===== config.mk =====
export PLATFORM = sky130hd
export DESIGN_NAME = atten_db_step
export DESIGN_NICKNAME = d
export VERILOG_FILES = /design/src/rtl/atten_pkg.sv /design/src/rtl/atten_coef_rom.sv /design/src/rtl/atten_scale.sv /design/src/rtl/atten_db_step.sv
export SDC_FILE = /design/constraint.sdc
export NUM_CORES = 2
export LEC_CHECK = 0
export ABC_AREA = 0
export CORE_MARGIN = 8
export CORE_UTILIZATION = 55
export CTS_BUF_LIST = sky130_fd_sc_hd__clkbuf_8
export CTS_CLUSTER_DIAMETER = 60
export DETAILED_ROUTE_END_ITERATION = 8
export PLACE_DENSITY_LB_ADDON = 0.3
export SYNTH_ARGS = -nofsm -noshare
export SYNTH_HDL_FRONTEND = slang
export SYNTH_HIERARCHICAL = 1
export SYNTH_SLANG_ARGS = --single-unit

===== constraint.sdc =====
create_clock -name clk -period 13.65 [get_ports clk]
set_input_delay 2.73 -clock clk [delete_from_list [all_inputs] [get_ports clk]]
set_output_delay 2.73 -clock clk [all_outputs]
set_load 0.02 [all_outputs]

===== src/rtl/atten_pkg.sv =====
package atten_pkg;
  localparam int DATA_W   = 24;
  localparam int COEF_W   = 24;
  localparam int IDX_W    = 5;
  localparam int MAX_STEP = 30;

  // Unsigned Q0.COEF_W gain for a step of n dB below unity, truncated.
  function automatic logic [COEF_W-1:0] db_coef(input int n);
    real lin;
    lin = 10.0 ** (-(real'(n)) / 20.0);
    return COEF_W'($rtoi(lin * (2.0 ** COEF_W)));
  endfunction

  // Signed sample times unsigned coefficient; keep the upper half.
  function automatic logic signed [DATA_W-1:0] apply_gain(
      input logic signed [DATA_W-1:0] smp,
      input logic [COEF_W-1:0]        coef);
    logic signed [DATA_W+COEF_W:0] prod;
    prod = smp * $signed({1'b0, coef});
    return prod[DATA_W+COEF_W-1:COEF_W];
  endfunction
endpackage


===== src/rtl/atten_coef_rom.sv =====
module atten_coef_rom
  import atten_pkg::*;
#(
  parameter int CW   = COEF_W,
  parameter int IW   = IDX_W,
  parameter int MAXS = MAX_STEP
) (
  input  logic [IW-1:0] idx,
  output logic [IW-1:0] step,
  output logic [CW-1:0] coef
);
  localparam int TBL_N = MAXS + 1;

  logic [CW-1:0] tbl [TBL_N];

  for (genvar gi = 0; gi < TBL_N; gi++) begin : g_tbl
    assign tbl[gi] = CW'(db_coef(gi));
  end

  assign step = (idx > IW'(MAXS)) ? IW'(MAXS) : idx;
  assign coef = tbl[step];
endmodule


===== src/rtl/atten_scale.sv =====
module atten_scale
  import atten_pkg::*;
#(
  parameter int DW = DATA_W,
  parameter int CW = COEF_W
) (
  input  logic signed [DW-1:0] smp,
  input  logic        [CW-1:0] coef,
  output logic signed [DW-1:0] scaled
);
  logic signed [DW+CW:0] prod;

  assign prod   = smp * $signed({1'b0, coef});
  assign scaled = prod[DW+CW-1:CW];
endmodule


===== src/rtl/atten_db_step.sv =====
module atten_db_step
  import atten_pkg::*;
#(
  parameter int DW   = DATA_W,
  parameter int CW   = COEF_W,
  parameter int IW   = IDX_W,
  parameter int MAXS = MAX_STEP
) (
  input  logic                 clk,
  input  logic                 rst_n,
  input  logic                 in_vld,
  input  logic signed [DW-1:0] in_smp,
  input  logic        [IW-1:0] in_idx,
  output logic                 out_vld,
  output logic signed [DW-1:0] out_smp
);
  logic [IW-1:0]        step_w;
  logic [CW-1:0]        coef_w;
  logic signed [DW-1:0] scaled_w;
  logic                 bypass_w;
  logic signed [DW-1:0] next_smp;

  atten_coef_rom #(.CW(CW), .IW(IW), .MAXS(MAXS)) u_rom (
    .idx  (in_idx),
    .step (step_w),
    .coef (coef_w)
  );

  atten_scale #(.DW(DW), .CW(CW)) u_mul (
    .smp    (in_smp),
    .coef   (coef_w),
    .scaled (scaled_w)
  );

  assign bypass_w = (in_idx == '0);
  assign next_smp = bypass_w ? in_smp : scaled_w;

  always_ff @(posedge clk) begin
    if (!rst_n) begin
      out_vld <= 1'b0;
      out_smp <= '0;
    end else begin
      out_vld <= in_vld;
      if (in_vld) out_smp <= next_smp;
    end
  end


  vld_follow_chk: assert property (@(posedge clk) disable iff (!rst_n)
    in_vld |=> out_vld);

  vld_drop_chk: assert property (@(posedge clk) disable iff (!rst_n)
    !in_vld |=> !out_vld);

  bypass_exact_chk: assert property (@(posedge clk) disable iff (!rst_n)
    (in_vld && in_idx == '0) |=> out_smp == $past(in_smp));

  no_gain_chk: assert property (@(posedge clk) disable iff (!rst_n)
    (in_vld && in_idx != '0 && !in_smp[DW-1]) |=> out_smp <= $past(in_smp));

  step_clip_chk: assert property (@(posedge clk) disable iff (!rst_n)
    in_vld |-> step_w <= IW'(MAXS));

  sign_keep_chk: assert property (@(posedge clk) disable iff (!rst_n)
    in_vld |=> out_smp[DW-1] == $past(in_smp[DW-1]));

  zero_keep_chk: assert property (@(posedge clk) disable iff (!rst_n)
    (in_vld && in_smp == '0) |=> out_smp == '0);

  hold_chk: assert property (@(posedge clk) disable iff (!rst_n)
    !in_vld |=> $stable(out_smp));
endmodule


* Word-level counts from Yosys, hierarchy flattened
Memory sizes are Yosys's and may differ from the RTL's.
Cells that the tools add are included.
** Operators by class
- Multiply operators :: 1
- $lt $le $gt $ge :: 2
- Multiplexer cells :: 4
- Bitwise gates (word level) :: 1
- Reductions and logical operators :: 1
** Operators with widths (count)
- 24-bit 2-to-1 mux :: 3
- 24-bit by 25-bit multiplier with 48-bit output :: 1
- 6-bit >= comparator, second input constant :: 1
- 5-bit NOT with 6-bit output :: 1
- 5-bit greater-than comparator, second input constant :: 1
- 5-bit zero test :: 1
- 5-bit 2-to-1 mux :: 1
** Word-level totals
- Bits in registers :: 25
- Memory bits (read-only) :: 768
- Input bits :: 32
- Output and inout bits :: 25
- Logic and storage cells :: 12
- Memories :: 1
** Memory list
- (no name shown) :: depth 32, width 24, rd ports 1, clocked after Yosys merged registers in 0, write ports 0, line atten_coef_rom.sv:21 : assign coef = tbl[step];

* Longest topological paths before layout
- Word-level depth :: 8
- Mapped depth :: 40
- Mapped depth without buffers :: 35

* Cells and area by module
The synthesis kept the hierarchy.
** Modules (own cells, without submodules)
- atten_scale :: instances 1, cells an instance 2165, area an instance 19012.0 um2, sequential area each 0.0 um2
- atten_coef_rom :: instances 1, cells an instance 219, area an instance 1373.8 um2, sequential area each 0.0 um2
- atten_db_step :: instances 1, cells an instance 164, area an instance 1268.7 um2, sequential area each 500.5 um2

* Worst setup path after synthesis
OpenSTA, ideal clock, no wires.
- Kind :: input to register
- From :: input in_idx[4]
- To :: register out_smp[17]
- Arrival :: 10628 ps
- Required time :: 13580 ps
- Slack :: 2952 ps
- Stages :: 37
- Path buffers :: 5
- Cell sequence :: buf_4 > buf_4 > buf_2 > nand3_1 > nand2_1 > ha_1 > clkbuf_1 > inv_1 > o21ai_0 > mux2i_1 > o21ai_0 > clkbuf_1 > and2_1 > fa_1 > inv_1 > fa_1 > fa_1 > inv_1 > fa_1 > inv_1 > fa_1 > inv_1 > fa_1 > inv_1 > fa_1 > inv_1 > ha_1 > and3_1 > nand2_1 > or4_4 > a31oi_4 > o21ai_2 > o21ai_4 > a41oi_1 > xnor2_1 > o21ai_0 > a21oi_1
** On the way
- Word-level cells in the longest chain between the ends :: 8
** Ends and longest elaborated chain
- start: declaration :: line atten_db_step.sv:13 : input logic [IW-1:0] in_idx,
- 5-bit greater-than comparator :: line atten_coef_rom.sv:20 : assign step = (idx > IW'(MAXS)) ? IW'(MAXS) : idx;
- 5-bit 2-to-1 mux * :: line atten_coef_rom.sv:20
- 5-bit NOT with 6-bit output (not written as such) * :: line atten_coef_rom.sv:21
- memory 32 x 24 bit *
- 24-bit 2-to-1 mux (not written as such) * (2 in a row) :: line atten_coef_rom.sv:21
- named net coef_w[15] :: line atten_db_step.sv:18 : logic [CW-1:0] coef_w;
- 24-bit by 25-bit multiplier with 48-bit output * :: line atten_scale.sv:13 : assign prod = smp * $signed({1'b0, coef});
- named net scaled_w[17] :: line atten_db_step.sv:19 : logic signed [DW-1:0] scaled_w;
- 24-bit 2-to-1 mux * :: line atten_db_step.sv:36 : assign next_smp = bypass_w ? in_smp : scaled_w;
- end signal: assignment :: line atten_db_step.sv:44 : if (in_vld) out_smp <= next_smp;
- end: declaration :: line atten_db_step.sv:15 : output logic signed [DW-1:0] out_smp
Mark *: on every way through the listed nets, which the timed path passes. The rest lies on a longest branch. The select of a mux whose other input is x is not followed.
A chain may end at the register's enable or synchronous reset.

* Worst setup path after layout
- From :: input in_idx[1]
- To :: register out_smp[22]
Same word-level chain as after synthesis.

==> flow_summary.toml <==
[outcome]
outcome = "finished, final reports clean"

[die]
die_w_um = 214
dieHeight_um = 214
rows = 72
core-area_um2 = 38700
ios = 57
design.die.area_um2 = 46000
initial_core_util_pct = 55.9

[sta]
worst_pin_slew_ps = 1130
rsz0062_at_grt = "false"
fmax_ghz = 0.0845
slew_violations = 0
finalCritPeriodShare_pct = 86.7
slew_headroom_pct = 24.5
final-setup-viol-count = 0
layout_min_cycle_time_ps = 11830
tns_ps = 0
final.setup_skew_ps = 0
hold_violations = 0

[routing]
routed_wirelength_um = 56800
wl_per_cell_um = 18.8
drtAntennaViolNets = 0
drc = 0
drt_pass1_iterations = 5
via_count = 16800
drtIter0Drc = 956
post_drt_via_cell_ratio = 5.56

[worst_setup_path]
start_kind = "input port"
cp-end-kind = "flop"
r2r_cells = 2
r2r-start = "out_smp[20]"
crit_required_ps = 13860
worstSetupPathType = "input port to flop"
arrival_ps = 12040
cpPeakStageDelay_ps = 870
reg2reg_setup_slack_ps = 12920
path_common_cell = "fa_1"
worstPathMaxFanout = 15
slowest_stage = "o22ai_2"
worst_r2r_endpoint = "out_smp[20]"

[clocking]
cts_tree = "yes"
cts_sinks = 25
cts.path.max_buffers = 2
clock_latency_ps = 270
cts_setup_buffers = 0
clockRootBuffer = "clkbuf_8"
hold_buffers = 0
post_cts_resized = 0
cts_htree_levels = 1
clk_pin_slew_worst_paths_ps = 90
cts-buffers-inserted = 3

[placement]
portBuffers = 56
dp_hpwl_um = 44600
gp_congestion = 0.928

[layout]
antennaDiodeCount = 0
drive_above_1_share_pct = 3.31
postLayoutCoreUtil_pct = 58.6
area_growth_pct = 4.83
nets = 3226
fill_cells = 3505

[global_routing]
antenna_found_initial = 1
grt_pass1_vias = 18600
grt_pass1_wl_um = 94700
gr-total-overflow = 0
grt_util_all_layers_pct = 25.0
grt_max_degree = 64

[hold_path]
hold_path_depth = 2
min_path_type = "flop to flop"
min-delay-start = "out_smp[8]"
min_to = "out_smp[8]"

[logic_synthesis]
synth_area_per_cell_um2 = 8.50
yosysWarnings = 6
netlist_instances = 2546
syn-num-nets = 3264
syn_area_um2 = 21600

[run]
max-cap-violations = 0
[cell type report]
| cell class | instances | area, um2 | share of cell area (%) |
|---|---|---|---|
| multi-input combinational | 1800 | 18400 | 81.2 |
| inverter | 573 | 2150 | 9.49 |
| timing repair buffer | 105 | 913 | 4.02 |
| tap | 518 | 648 | 2.86 |
| sequential | 25 | 500 | 2.21 |
| clock buffer | 3 | 41.3 | 0.182 |
| clock inverter | 1 | 5.00 | 0.0221 |
[per-layer routing]
metal | vias up | wire length, um | track usage (%)
li1 | 7585 | - | -
met1 | 8703 | 23500 | 31.8
met2 | 442 | 29400 | 45.7
met3 | 93 | 2470 | 1.89
met4 | 0 | 1320 | 6.22
met5 | - | 0 | 0
[cell usage in the layout (no fill, tap or decap), drive strengths merged, types with 5 or more instances in the layout]
| cell | n |
|---|---|
| a211oi | 12 |
| a31oi | 13 |
| nand2 | 332 |
| ha | 205 |
| fa | 481 |
| o22ai | 7 |
| and3 | 7 |
| nor3 | 16 |
| o21ai | 93 |
| a21oi | 89 |
| o21a | 5 |
| and2 | 274 |
| dfxtp | 25 |
| buf | 52 |
| nor2b | 17 |
| xor2 | 8 |
| clkdlybuf4s50 | 53 |
| nand2b | 25 |
| nand4 | 9 |
| xnor2 | 20 |
| nor2 | 47 |
| o21bai | 5 |
| nand3 | 18 |
| o31a | 24 |
| inv | 573 |
| a21o | 27 |
| mux2i | 9 |
[worst max-delay path: cells and delay by family]
kind	cells	cell delay (ps)
adder cells (fa/ha/maj)	10	4830
AO/OA/AOI/OAI	10	2680
AND/OR/NAND/NOR	6	950
buffers and inverters	7	690
XOR/XNOR	1	150
[state kept, by name (all words and copies together) (netlist names)]
signal,cells
out_smp,24
out_vld,1
[per-stage QoR]
stage          instances  hold slack (ps)  setup WS (ps)  area, um2
3_5_place_dp        3021              524           1640      22600
2_1_floorplan       2546              592           2960      21600
4_1_cts             3025              544           1920      22700
3_3_place_gp        3021              514           1610      22600
6_report            3025              551           1820      22700
5_1_grt             3025              570           1300      22700
[worst max-delay path by stage]
stage / slack [ps] / cells after the start / endpoint / start
2_1_floorplan: 2960 / 37 / out_smp[17] / in_idx[4]
3_3_place_gp: 1610 / 34 / out_smp[22] / in_idx[1]
3_5_place_dp: 1640 / 34 / out_smp[22] / in_idx[1]
4_1_cts: 1920 / 34 / out_smp[22] / in_idx[1]
5_1_grt: 1300 / 34 / out_smp[22] / in_idx[1]
6_report: 1820 / 34 / out_smp[22] / in_idx[1]
Power is left out: the tool's default activity adds up to more than one toggle a clock period on the data nets, which glitch-free logic cannot reach.
